[src/rtl/tsm_pkg.sv]
package tsm_pkg;
   localparam int REG_W  = 24;
   localparam int HALF_W = 16;
   localparam int MASK_W = 2 * HALF_W;
   localparam int IDX_W  = $clog2(MASK_W);
   localparam logic ADDR_LO = 1'b0;
   localparam logic ADDR_HI = 1'b1;
endpackage

[src/rtl/tsm_mask_regs.sv]
module tsm_mask_regs
   import tsm_pkg::*;
#(
   parameter int SLOT_W = 6
) (
   input  logic              clk,
   input  logic              rst_n,
   input  logic              soft_rst,
   input  logic              reg_we,
   input  logic              reg_addr,
   input  logic [REG_W-1:0]  reg_wdata,
   output logic [REG_W-1:0]  reg_rdata,
   input  logic              frame_start,
   input  logic [SLOT_W-1:0] slot_idx,
   output logic              slot_en
);
   logic [MASK_W-1:0] stage_q;
   logic [MASK_W-1:0] active_q;
   logic [IDX_W-1:0]  idx;

   always_ff @(posedge clk or negedge rst_n) begin
      if (!rst_n) begin
         stage_q  <= '1;
         active_q <= '1;
      end else if (soft_rst) begin
         stage_q  <= '1;
         active_q <= '1;
      end else begin
         if (reg_we && reg_addr == ADDR_HI) stage_q[MASK_W-1:HALF_W] <= reg_wdata[HALF_W-1:0];
         if (reg_we && reg_addr == ADDR_LO) stage_q[HALF_W-1:0]      <= reg_wdata[HALF_W-1:0];
         if (frame_start)                   active_q                 <= stage_q;
      end
   end

   assign idx       = IDX_W'(slot_idx);
   // Slot 0 of a new frame already sees the staging copy being latched.
   assign slot_en   = frame_start ? stage_q[0] : active_q[idx];
   assign reg_rdata = {{(REG_W-HALF_W){1'b0}},
                       (reg_addr == ADDR_HI) ? stage_q[MASK_W-1:HALF_W] : stage_q[HALF_W-1:0]};
endmodule

[src/rtl/tsm_slot_timer.sv]
module tsm_slot_timer #(
   parameter int SLOT_BITS = 4,
   parameter int MAX_SLOTS = 32,
   parameter int SLOT_W    = 6
) (
   input  logic              clk,
   input  logic              rst_n,
   input  logic              soft_rst,
   input  logic              bit_tick,
   input  logic              frame_sync,
   input  logic [SLOT_W-1:0] slots_cfg,
   output logic              frame_start,
   output logic              slot_start,
   output logic              frame_end,
   output logic              shift_tick,
   output logic [SLOT_W-1:0] slot_idx,
   output logic              running
);
   localparam int BIT_W = (SLOT_BITS > 1) ? $clog2(SLOT_BITS) : 1;

   logic [BIT_W-1:0]  bit_q;
   logic [SLOT_W-1:0] slot_q, slot_nxt, cfg_eff;
   logic              run_q, last_bit, more;

   always_comb begin
      cfg_eff = slots_cfg;
      if (slots_cfg == '0)                        cfg_eff = SLOT_W'(1);
      else if (slots_cfg > SLOT_W'(MAX_SLOTS))    cfg_eff = SLOT_W'(MAX_SLOTS);
   end

   assign slot_nxt    = slot_q + SLOT_W'(1);
   assign last_bit    = (bit_q == BIT_W'(SLOT_BITS - 1));
   assign more        = (slot_nxt < cfg_eff);
   assign frame_start = bit_tick & frame_sync;
   assign slot_start  = frame_start | (bit_tick & run_q & last_bit & more);
   assign frame_end   = bit_tick & ~frame_sync & run_q & last_bit & ~more;
   assign shift_tick  = bit_tick & ~frame_sync & run_q & ~last_bit;
   assign slot_idx    = frame_start ? '0 : slot_nxt;
   assign running     = run_q;

   always_ff @(posedge clk or negedge rst_n) begin
      if (!rst_n) begin
         run_q  <= 1'b0;
         bit_q  <= '0;
         slot_q <= '0;
      end else if (soft_rst) begin
         run_q  <= 1'b0;
         bit_q  <= '0;
         slot_q <= '0;
      end else if (frame_start) begin
         run_q  <= 1'b1;
         bit_q  <= '0;
         slot_q <= '0;
      end else if (slot_start) begin
         bit_q  <= '0;
         slot_q <= slot_nxt;
      end else if (frame_end) begin
         run_q  <= 1'b0;
      end else if (shift_tick) begin
         bit_q  <= bit_q + BIT_W'(1);
      end
   end
endmodule

[src/rtl/tsm_lane.sv]
module tsm_lane #(
   parameter int SLOT_BITS = 4
) (
   input  logic                 clk,
   input  logic                 rst_n,
   input  logic                 soft_rst,
   input  logic                 data_we,
   input  logic [SLOT_BITS-1:0] data_in,
   input  logic                 load,
   input  logic                 shift,
   output logic                 ser_out
);
   logic [SLOT_BITS-1:0] hold_q, shf_q;

   always_ff @(posedge clk or negedge rst_n) begin
      if (!rst_n) begin
         hold_q <= '0;
         shf_q  <= '0;
      end else if (soft_rst) begin
         hold_q <= '0;
         shf_q  <= '0;
      end else begin
         if (data_we) hold_q <= data_in;
         if (load)       shf_q <= hold_q;
         else if (shift) shf_q <= shf_q << 1;
      end
   end

   assign ser_out = shf_q[SLOT_BITS-1];
endmodule

[src/rtl/tsm_flag_ctrl.sv]
module tsm_flag_ctrl #(
   parameter int LANES = 2
) (
   input  logic             clk,
   input  logic             rst_n,
   input  logic             soft_rst,
   input  logic             slot_start,
   input  logic             frame_end,
   input  logic             slot_en,
   input  logic             data_we,
   input  logic             skip_we,
   input  logic [LANES-1:0] lane_en,
   input  logic             irq_en,
   output logic [LANES-1:0] oe,
   output logic             tde,
   output logic             tue,
   output logic             irq
);
   logic [LANES-1:0] oe_q;
   logic             tde_q, tue_q, fresh_q, skip_q;

   always_ff @(posedge clk or negedge rst_n) begin
      if (!rst_n) begin
         oe_q <= '0; tde_q <= 1'b0; tue_q <= 1'b0; fresh_q <= 1'b0; skip_q <= 1'b0;
      end else if (soft_rst) begin
         oe_q <= '0; tde_q <= 1'b0; tue_q <= 1'b0; fresh_q <= 1'b0; skip_q <= 1'b0;
      end else begin
         // Bus writes first: a slot opening in the same cycle overrides the clears.
         if (data_we) begin
            fresh_q <= 1'b1;
            tde_q   <= 1'b0;
            tue_q   <= 1'b0;
         end
         if (skip_we) begin
            skip_q <= 1'b1;
            tde_q  <= 1'b0;
         end
         if (frame_end) oe_q <= '0;
         if (slot_start) begin
            skip_q <= skip_we;
            if (skip_q) begin
               oe_q <= '0;
               if (slot_en) tde_q <= 1'b1;
            end else if (slot_en) begin
               oe_q    <= lane_en;
               tde_q   <= 1'b1;
               fresh_q <= data_we;
               if (!fresh_q) tue_q <= 1'b1;
            end else begin
               oe_q <= '0;
            end
         end
      end
   end

   assign oe  = oe_q;
   assign tde = tde_q;
   assign tue = tue_q;
   assign irq = tde_q & irq_en;
endmodule

[src/rtl/tdm_slot_mask_tx.sv]
module tdm_slot_mask_tx
   import tsm_pkg::*;
#(
   parameter int LANES     = 2,
   parameter int SLOT_BITS = 4,
   parameter int MAX_SLOTS = 32
) (
   input  logic                       clk,
   input  logic                       rst_n,
   input  logic                       soft_rst,
   input  logic                       reg_we,
   input  logic                       reg_addr,
   input  logic [23:0]                reg_wdata,
   output logic [23:0]                reg_rdata,
   input  logic                       data_we,
   input  logic [LANES*SLOT_BITS-1:0] data_wdata,
   input  logic                       skip_we,
   input  logic                       bit_tick,
   input  logic                       frame_sync,
   input  logic [5:0]                 slots_per_frame,
   input  logic [LANES-1:0]           lane_en,
   input  logic                       irq_en,
   output logic [LANES-1:0]           tx_dat,
   output logic [LANES-1:0]           tx_oe,
   output logic                       tx_tde,
   output logic                       tx_tue,
   output logic                       tx_irq
);
   localparam int SLOT_W = 6;

   generate
      if (LANES < 1)                       $error("LANES must be at least 1");
      if (SLOT_BITS < 1)                   $error("SLOT_BITS must be at least 1");
      if (MAX_SLOTS < 1 || MAX_SLOTS > 32) $error("MAX_SLOTS must be 1..32");
   endgenerate

   logic              frame_start, slot_start, frame_end, shift_tick, slot_en, running;
   logic [SLOT_W-1:0] slot_idx;

   tsm_mask_regs #(.SLOT_W(SLOT_W)) u_regs (
      .clk, .rst_n, .soft_rst, .reg_we, .reg_addr, .reg_wdata, .reg_rdata,
      .frame_start, .slot_idx, .slot_en
   );

   tsm_slot_timer #(.SLOT_BITS(SLOT_BITS), .MAX_SLOTS(MAX_SLOTS), .SLOT_W(SLOT_W)) u_timer (
      .clk, .rst_n, .soft_rst, .bit_tick, .frame_sync, .slots_cfg(slots_per_frame),
      .frame_start, .slot_start, .frame_end, .shift_tick, .slot_idx, .running
   );

   for (genvar g = 0; g < LANES; g++) begin : g_lane
      tsm_lane #(.SLOT_BITS(SLOT_BITS)) u_lane (
         .clk, .rst_n, .soft_rst, .data_we,
         .data_in(data_wdata[g*SLOT_BITS +: SLOT_BITS]),
         .load(slot_start), .shift(shift_tick), .ser_out(tx_dat[g])
      );
   end

   tsm_flag_ctrl #(.LANES(LANES)) u_flags (
      .clk, .rst_n, .soft_rst, .slot_start, .frame_end, .slot_en,
      .data_we, .skip_we, .lane_en, .irq_en,
      .oe(tx_oe), .tde(tx_tde), .tue(tx_tue), .irq(tx_irq)
   );
endmodule

[config.mk]
export PLATFORM = sky130hd
export DESIGN_NAME = tdm_slot_mask_tx
export DESIGN_NICKNAME = d
export VERILOG_FILES = /design/src/rtl/tsm_pkg.sv /design/src/rtl/tsm_mask_regs.sv /design/src/rtl/tsm_slot_timer.sv /design/src/rtl/tsm_lane.sv /design/src/rtl/tsm_flag_ctrl.sv /design/src/rtl/tdm_slot_mask_tx.sv
export SDC_FILE = /design/constraint.sdc
export NUM_CORES = 1
export LEC_CHECK = 0
export ABC_AREA = 0
export BUFFER_PORTS_ARGS = -buffer_cell sky130_fd_sc_hd__buf_2
export CAP_MARGIN = 25
export CORE_MARGIN = 10
export CORE_UTILIZATION = 40
export DETAILED_ROUTE_END_ITERATION = 7
export SETUP_SLACK_MARGIN = 0.15
export SLEW_MARGIN = 20
export SYNTH_ARGS = -nofsm -noshare
export SYNTH_HDL_FRONTEND = slang
export SYNTH_SLANG_ARGS = --single-unit
[constraint.sdc]
create_clock -name clk -period 4.6 [get_ports clk]
set_input_delay 0.46 -clock clk [delete_from_list [all_inputs] [get_ports clk]]
set_output_delay 0.46 -clock clk [all_outputs]
set_load 0.005 [all_outputs]
# Word-level counts from Yosys, hierarchy flattened
# Cells that the tools add are included.
[totals] reg_bits=95 inputBits=50 output_inout_bits=31 elab_cells=111
[classes] add_sub_neg=2 order_cmp=3 n_eq_ne=3 mux=58 n_bitwise=15 reduce_logical=15
[op_table] op="32-bit two-way mux" n=3
[op_table] op="16-bit two-way mux" n=3
[op_table] op="4-bit two-way mux" n=10
[op_table] op="6-bit two-way mux" n=5
[op_table] op="1-bit two-way mux" n=25
[op_table] op="2-bit two-way mux" n=10
[op_table] op="3-bit nonzero test" n=5
[op_table] op="1-bit bitwise AND" n=10
[op_table] op="2-bit nonzero test" n=4
[op_table] op="6-bit by 1-bit adder with 6-bit output (second input constant)" n=1
[op_table] op="6-bit greater-than comparator (second input constant)" n=1
[op_table] op="6-bit logical NOT" n=1
[op_table] op="5-bit by 6-bit less-than comparator with 1-bit output (second input constant)" n=1
[op_table] op="6-bit less-than comparator" n=1
[op_table] op="1-bit binary-select mux with 5-bit select" n=1
[op_table] op="5-bit two-way mux" n=1
[op_table] op="4-bit by 2-bit inequality test with 1-bit output (second input constant)" n=1
[op_table] op="1-bit inverter" n=4
[op_table] op="2-bit AND reduction" n=2
[op_table] op="4-bit nonzero test" n=1
[op_table] op="3-bit inequality test (second input constant)" n=1
[op_table] op="2-bit by 1-bit adder with 2-bit output (second input constant)" n=1
[op_table] op="2-bit equality test (second input constant)" n=1
[op_table] op="1-bit logical AND" n=2
[op_table] op="1-bit OR" n=1

# Depth between registers and ports, before layout
# Gate-level depths: netlist (run 1).
[logic_depth] depth_word=10 mapped_depth=12 ltp_nobuf=10

# Cells and area by module
# Synthesis (run 1) repeated with hierarchy kept, for this count alone.
[unflattened] cells_unflattened=442 area_unflattened_um2=5076.1
[by_module_without_submodules] module="tsm_mask_regs" n_inst=1 cells_each=265 area_each_um2=3308.2
[by_module_without_submodules] module="tsm_slot_timer" n_inst=1 cells_each=88 area_each_um2=774.5
[by_module_without_submodules] module="tsm_lane" n_inst=2 cells_each=31 area_each_um2=356.6
[by_module_without_submodules] module="tsm_flag_ctrl" n_inst=1 cells_each=27 area_each_um2=280.3

# Least setup slack after synthesis (run 1)
# Ideal clock, no wire load.
[synth_path] kind="register -> register" start="register u_timer.slot_q[1]" end="register u_timer.bit_q[0]" setup_ps=125 t_arrival_ps=2622 setup_slack_ps=1853 path_stages_with_launch=12 path_buffers=1 period_less_slack_ps=2747 cell_sequence="dfrtp_1 ha_1 xnor2_1 inv_1 buf_4 ha_1 nand4_1 o21ai_1 o21ai_1 a31o_2 nor2_1 mux2_2"
[synth_between] elab_chain_cells=7 word_cells_on_any_way=12 classes_between="1 x add/sub; 1 x order compare; 1 x eq/ne; 3 x mux; 4 x bitwise; 2 x reduce/logical"
[synth_rtl] item="from (decl)" line="tsm_slot_timer.sv:22" text="logic [SLOT_W-1:0] slot_q, slot_nxt, cfg_eff;"
[synth_rtl] item="from (signal assigned)" line="tsm_slot_timer.sv:56" text="slot_q <= slot_nxt;"
[synth_rtl] item="6-bit by 1-bit adder with 6-bit output (*)" line="tsm_slot_timer.sv:31" text="assign slot_nxt = slot_q + SLOT_W'(1);"
[synth_rtl] item="6-bit less-than comparator (*)" line="tsm_slot_timer.sv:33" text="assign more = (slot_nxt < cfg_eff);"
[synth_rtl] item="1-bit bitwise AND" line="tsm_slot_timer.sv:35" text="assign slot_start = frame_start | (bit_tick & run_q & last_bit & more);"
[synth_rtl] item="1-bit OR" line="tsm_slot_timer.sv:35"
[synth_rtl] item="2-bit two-way mux" line="tsm_slot_timer.sv:54" text="end else if (slot_start) begin"
[synth_rtl] item="2-bit two-way mux" line="tsm_slot_timer.sv:50" text="end else if (frame_start) begin"
[synth_rtl] item="2-bit two-way mux" line="tsm_slot_timer.sv:46" text="end else if (soft_rst) begin"
[synth_rtl] item="to (signal assigned)" line="tsm_slot_timer.sv:60" text="bit_q <= bit_q + BIT_W'(1);"
[synth_rtl] item="to (decl)" line="tsm_slot_timer.sv:21" text="logic [BIT_W-1:0] bit_q;"
# Every way passes the cells marked *; elsewhere a longest branch is shown, timed or not.
# A chain may end at the register's enable or synchronous reset.

# Worst setup path in the final report (run 1)
[layout_path] start="register u_timer.slot_q[0]" end="register g_lane[1].u_lane.shf_q[2]"
[layout_between] elab_chain_cells=6 word_cells_on_any_way=7 classes_between="1 x add/sub; 1 x order compare; 2 x mux; 2 x bitwise; 1 x reduce/logical"
[layout_rtl] item="6-bit by 1-bit adder with 6-bit output (*)" line="tsm_slot_timer.sv:31"
[layout_rtl] item="6-bit less-than comparator (*)" line="tsm_slot_timer.sv:33"
[layout_rtl] item="1-bit bitwise AND (*)" line="tsm_slot_timer.sv:35"
[layout_rtl] item="1-bit OR (*)" line="tsm_slot_timer.sv:35"
[layout_rtl] item="4-bit two-way mux" line="tsm_lane.sv:24" text="if (load) shf_q <= hold_q;"
[layout_rtl] item="4-bit two-way mux" line="tsm_lane.sv:19" text="end else if (soft_rst) begin"
[layout_rtl] item="to (signal assigned)" line="tsm_lane.sv:24"
[layout_rtl] item="to (signal assigned)" line="tsm_lane.sv:25" text="else if (shift) shf_q <= shf_q << 1;"
[layout_rtl] item="to (decl)" line="tsm_lane.sv:13" text="logic [SLOT_BITS-1:0] hold_q, shf_q;"
# Marked as above.

==> metrics.md, run 1 <==
| Metric | Value |
|---|---|
| Hold WC Path Type | in2async |
| Slew Viols, Final | 0 |
| Synth top area share | 33.6% |
| Sw Ratio | 25.9% |
| EDFF count, synth | 0 |
| Setup ws final | 1.15 ns |
| Fmax | 290 MHz |
| Port Buffer Count | 64 |
| Clk_skew | 0.00485 ns |
| Psw | 0.481 mW |
| Max_slew headroom | 39.0% |
| Register bit total from synthesis | 95 |
| Clock power frac | 36.6% |
| Fin cells | 757 |
| # setup viols final | 0 |
| Dpl hpwl | 8390 um |
| Post-route ant nets | 0 |
| Clock Path Buffers | 2 |
| # resized after CTS | 0 |
| Clk sinks | 95 |
| Placement Setup Slack | 1.19 ns |
| Top cell types by occurrence after synthesis | nand2_1, nand3_1, dfstp_2, nor2_1, dfrtp_1 |
| Fin util | 46.5% |
| TritonCTS clock tree | yes |
| DIE AREA | 17400 um^2 |
| Clock Latency Late Sink | 0.35 ns |
| Nets@finish | 641 |
| Primary FF master, synth | dfstp_2 |
| Initial antenna violation count | 0 |
| Clock transition at path regs | 0.06 ns |
| # DRC | 0 |
| TNS Setup | 0 ns |
| Top post-synthesis cells by area | dfstp_2, dfrtp_1, nand2_1, nand3_1, mux2_2 |
| Crit start category | flop |
| Synth async-reset ratio | 100% |
| Syn Std Cell Area | 5000 um^2 |
| Area Overhead vs Synth | 12.5% |
| DP Area | 5370 um^2 |
| Core area | 12100 um^2 |
| # IOs | 81 |
| Pwr/cell area | 330 nW/um^2 |
| Worst Path Max Fanout | 15 |
| Standard-cell row count | 40 |
| Layout cell share with drive strength beyond 1 | 30.7% |
| Worst vdd ir | 0.000239 V |
| Vias per inst | 5.21 |
| Worst EP required | 4.86 ns |
| Worst Tran Pin Value | 0.911 ns |
| Seq pwr share | 51.0% |
| Via count | 3947 |
| Total congestion overflow | 0 |
| Status | finished clean |
| GRT Overall Usage | 14.2% |
| Setup CP Type | reg2reg |
| Initial Util | 41.3% |
| Fin crit share | 74.9% |
| Most common cell in the netlist | nand2_1 |
| Hold-fix buffers at CTS | 0 |
| Power Internal | 1.38 mW |
| Gpl congestion | 0.791 |
| CP endpoint kind | flop |
| ANT cells | 0 |
| Routed wire length per instance | 15.9 um |
| H-tree depth | 3 |
| Final cell area excluding filler cells | 5630 um^2 |
| Chip height | 132 um |
| Register area share after synthesis | 49.1% |
| Synthesized area per cell | 9.17 um^2 |
| Post-Route WL | 12000 um |
| Comb pwr share | 12.4% |
| CTS Root Cell | clkbuf_16 |
| Largest net degree at the start of global routing | 54 |
| First DRT Iteration DRCs | 230 |
| Unique masters post-synth | 53 |
| Setup bufs post-CTS | 0 |
| Inst Count DP | 741 |
| Die Wd | 132 um |
| Max-cap violation count | 0 |
| Global-route wire length before repair | 20600 um |
| CTS Buf Count | 9 |
| Unrepaired setup endpoints after global routing | false |
| DRT Pass-1 Iters | 4 |
| Area leader, netlist | dfstp_2 |
| YS warnings | 0 |
| Final min period | 3.45 ns |
| Leakage | 2.54 nW |
| Vias in the first global route | 4124 |
| Final Hold Fails | 0 |
| Arrival @ worst endpoint | 3.70 ns |
| Synth Instances | 546 |
## flip-flops by register name, summed over array words and instances (netlist names)
name and cells:
u_regs.stage_q 32, u_flags.fresh_q 1, u_timer.running 1, u_flags.skip_q 1, u_flags.oe 2, g_lane.u_lane.hold_q 8
u_flags.tue 1, u_timer.slot_q 6, u_flags.tde 1, u_regs.active_q 32, u_timer.bit_q 2, g_lane.u_lane.shf_q 8
## worst max-delay path: stages, from the launching register on
cell and delay (ns):
dfrtp_1 0.63, ha_1 0.32, nand3_1 0.14, xnor2_1 0.34, ha_1 0.33, a21o_1 0.17, a21o_1 0.20, or3_1 0.68
nand2_8 0.22, nand2_1 0.08, a311oi_2 0.23
## power groups by stage
stage / registers [mW] / clock network [mW] / logic (mW)
CTS: 0.948 / 0.698 / 0.236
global placement: 0.959 / 0 / 0.228
floorplan: 0.948 / 0 / 0.160
global route: 0.955 / 0.730 / 0.267
finish: 0.948 / 0.680 / 0.232
detailed placement: 0.961 / 0 / 0.235
## per-stage QoR
step | power (mW) | hold slack, ns
final | 1.86 | 0.0990
after global routing | 1.95 | 0.147
after CTS | 1.88 | 0.121
after detailed placement | 1.20 | 0.454
after global placement | 1.19 | 0.445
after floorplan | 1.11 | 0.164
## per-layer routing
layer / part of all wire (%) / global-route usage, %
met5: 0 / 0
met4: 1.9 / 6.06
met3: 5.7 / 3.81
met1: 47 / 18.4
met2: 45 / 21.8
## cell usage in the layout (no fill, tap or decap), drive strengths merged, types with 2 or more instances in the layout
cell | Yosys | routed
a21o | 3 | 3
or3 | 2 | 2
nand2b | 4 | 4
o21ai | 10 | 10
nor3 | 3 | 3
a311oi | 6 | 6
o22ai | 4 | 4
nand3 | 88 | 88
o211ai | 4 | 4
ha | 7 | 7
inv | 9 | 9
nor2 | 35 | 35
clkinv | 0 | 4
nand2 | 143 | 143
mux2 | 17 | 17
and2 | 2 | 2
buf | 20 | 68
xnor2 | 8 | 8
dfrtp | 31 | 31
clkbuf | 28 | 11
mux2i | 14 | 14
a31oi | 4 | 4
conb | 1 | 8
nor2b | 4 | 4
o2111ai | 2 | 2
a21oi | 8 | 8
a22oi | 3 | 3
o221ai | 4 | 4
nand4 | 3 | 3
dfstp | 64 | 64
## worst paths after layout
check	slack, ns	endpoint	cells past startpoint	from
worst max-delay path	1.15	g_lane[1].u_lane.shf_q[2]$_DFFE_PN0P_	10	u_timer.slot_q[0]$_DFFE_PN0P_
worst min-delay path	0.1	u_timer.slot_q[5]$_DFFE_PN0P_	1	rst_n
worst max register to register	1.15	g_lane[1].u_lane.shf_q[2]$_DFFE_PN0P_	10	u_timer.slot_q[0]$_DFFE_PN0P_
worst min register to register	0.46	u_flags.tue$_DFF_PN0_	1	u_flags.fresh_q$_DFF_PN0_
max in group asynchronous	3.48	u_timer.slot_q[3]$_DFFE_PN0P_	2	rst_n
min in group clk	0.33	u_regs.stage_q[6]$_DFFE_PN1P_	3	reg_wdata[6]
## cells by family (layout without fill, tap and decap cells)
logic type | after synthesis | count (layout) | synth area share (%)
xor+xnor | 9 | 9 | 1.58
flops | 95 | 95 | 49.1
simple gates | 290 | 290 | 26.3
fa+ha+maj | 7 | 7 | 1.75
buf+inv | 57 | 93 | 5.52
mux | 32 | 32 | 7.07
compound gates | 55 | 55 | 8.65
other cells | 1 | 8 | 0.0749
## layout make-up
type / instances / area, um^2
Inverter: 9 / 33.8
Clock inverter: 5 / 23.8
Sequential cell: 95 / 2460
Multi-Input combinational cell: 401 / 2300
Tap cell: 168 / 210
Fill cell: 1235 / 6480
Timing Repair Buffer: 68 / 365
Clock buffer: 11 / 243
Note: power is estimated with default switching activity, not from simulation.
==> run 2, diff against run 1 <==
clock period = 3 ns   (was 4.6 ns; I/O delays follow)
==> metrics.md, run 2 (synthesis results as in run 1) <==
| Metric | Value |
|---|---|
| Placement Setup Slack | 0.260 ns |
| Sw Ratio | 25.9% |
| Critical Path Max Stage Delay | 0.40 ns |
| Port Buffer Count | 64 |
| Final min period | 2.66 ns |
| Most common cell after layout, fill and taps aside | nand2_1 |
| Largest net degree at the start of global routing | 44 |
| Final Hold Fails | 0 |
| Max stage delay cell, worst path | dfrtp_1 |
| Post-Route WL | 12100 um |
| Area Overhead vs Synth | 15.8% |
| Via count | 4014 |
| Largest registers | u_regs.active_q x32, u_regs.stage_q x32 |
| Clock power frac | 40.0% |
| TritonCTS clock tree | yes |
| Vias per inst | 5.21 |
| GRT Overall Usage | 14.4% |
| DRT Pass-1 Iters | 4 |
| ANT cells | 0 |
| Comb pwr share | 11.9% |
| CTS Root Cell | clkbuf_16 |
| Cell family with most CP delay | simple AND/OR/NAND/NOR gates |
| Worst EP required | 3.26 ns |
| TNS Setup | 0 ns |
| Fmax | 377 MHz |
| Fin util | 47.9% |
| Max_slew headroom | 39.8% |
| CP endpoint kind | flop |
| Arrival @ worst endpoint | 2.91 ns |
| Dpl hpwl | 8480 um |
| Most frequent CP cell | a21o_1 |
| # IOs | 81 |
| # setup viols final | 0 |
| Unrepaired setup endpoints after global routing | false |
| Global-route wire length before repair | 20900 um |
| H-tree depth | 3 |
| Nets@finish | 654 |
| CTS Buf Count | 9 |
| Gpl congestion | 0.797 |
| Leakage | 2.63 nW |
| Clock Path Buffers | 2 |
| Slew Viols, Final | 0 |
| Setup CP Type | reg2reg |
| Vias in the first global route | 4130 |
| CP bufs+invs | 1 |
| Max-cap violation count | 0 |
| Psw | 0.781 mW |
| DIE AREA | 17400 um^2 |
| CP Cell Sequence | ha_4 -> nand3_1 -> xnor2_2 -> ha_1 -> a21o_1 -> a21o_1 -> or3_1 -> buf_4 -> nand2_8 -> nand2_1 -> a311oi_2 |
| Seq pwr share | 48.1% |
| Status | finished clean |
| Standard-cell row count | 40 |
| Core area | 12100 um^2 |
| First DRT Iteration DRCs | 224 |
| Clock Latency Late Sink | 0.35 ns |
| Total congestion overflow | 0 |
| Routed wire length per instance | 15.8 um |
| Clk_skew | 0.00627 ns |
| Worst Tran Pin Value | 0.900 ns |
| Clock transition at path regs | 0.07 ns |
| Fin crit share | 88.5% |
| Commonest non-fill, non-tap cells in the layout | nand2_1, nand3_1, dfstp_2, buf_2, nor2_1 |
| Crit start category | flop |
| Chip height | 132 um |
| Worst Path Max Fanout | 9 |
| Pwr/cell area | 521 nW/um^2 |
| Initial antenna violation count | 0 |
| Setup ws final | 0.345 ns |
| Post-route ant nets | 0 |
| Die Wd | 132 um |
| Initial Util | 41.3% |
| Layout cell share with drive strength beyond 1 | 33.2% |
| Clk sinks | 95 |
| Hold WC Path Type | in2reg |
| Worst vdd ir | 0.000353 V |
| # DRC | 0 |
| Power Internal | 2.24 mW |
## run 2: cell count changes in the layout (fill, tap and decap cells not counted), sizes merged
cell	delta
buf	+12
clkinv	-3
clkinvlp	+2
bufinv	+1
clkbuf	-1
dlygate4sd3	+1
inv	+1
## run 2: power groups by stage
stage                     Combinational (mW)  Clock, mW  Sequential, mW
final                                  0.360       1.21            1.45
after global placement                 0.355          0            1.47
after CTS                              0.367       1.23            1.45
after detailed placement               0.364          0            1.47
after floorplan                        0.246          0            1.45
after global routing                   0.414       1.29            1.46
## run 2: per-layer routing
| layer | GRT usage (%) | vias up | part of all wire [%] |
|---|---|---|---|
| met5 | 0 | - | 0 |
| met4 | 4.64 | 0 | 1.3 |
| met3 | 4.15 | 12 | 4.5 |
| met2 | 22.6 | 82 | 46 |
| met1 | 18.7 | 1975 | 48 |
| li1 | - | 1945 | - |
## run 2: per-stage QoR
step	instance area, um^2	hold WS, ns	std cells	total power, mW
5_1_grt	5800	0.175	770	3.17
6_report	5800	0.168	770	3.02
2_1_floorplan	5030	0.00441	553	1.70
3_5_place_dp	5430	0.321	752	1.84
3_3_place_gp	5430	0.304	752	1.82
4_1_cts	5760	0.158	769	3.05
## run 2: repair_timing
item	4_1_cts	5_1_grt
hold endpoints to repair	18	0
resized for setup	0	5
hold buffers	1	0
setup endpoints to repair	0	15
setup buffers	0	1
## run 2: layout make-up
class,instances,area [um^2]
fill,1193,6320
sequential,95,2460
multi-input combinational,401,2320
timing repair buffer,81,453
clock buffer,10,250
tap,168,210
clock inverter,6,66.3
inverter,9,33.8
## run 2: worst register-to-register path, cell delays in order (launching register included)
cell	delay, ns
dfrtp_1	0.40
ha_4	0.18
nand3_1	0.12
xnor2_2	0.17
ha_1	0.34
a21o_1	0.16
a21o_1	0.20
or3_1	0.37
buf_4	0.20
nand2_8	0.10
nand2_1	0.09
a311oi_2	0.23
## run 2: path summary, 6_finish.rpt
| check | startpoint | cells past startpoint | end | slack, ns |
|---|---|---|---|---|
| worst max-delay path | u_timer.slot_q[1]$_DFFE_PN0P_ | 11 | g_lane[0].u_lane.shf_q[2]$_DFFE_PN0P_ | 0.34 |
| min in group asynchronous | rst_n | 2 | u_timer.slot_q[5]$_DFFE_PN0P_ | 0.47 |
| worst min register to register | u_flags.fresh_q$_DFF_PN0_ | 1 | u_flags.tue$_DFF_PN0_ | 0.48 |
| max in group asynchronous | rst_n | 3 | u_regs.stage_q[19]$_DFFE_PN1P_ | 1.66 |
| worst min-delay path | reg_wdata[7] | 3 | u_regs.stage_q[7]$_DFFE_PN1P_ | 0.17 |
| worst max register to register | u_timer.slot_q[1]$_DFFE_PN0P_ | 11 | g_lane[0].u_lane.shf_q[2]$_DFFE_PN0P_ | 0.34 |
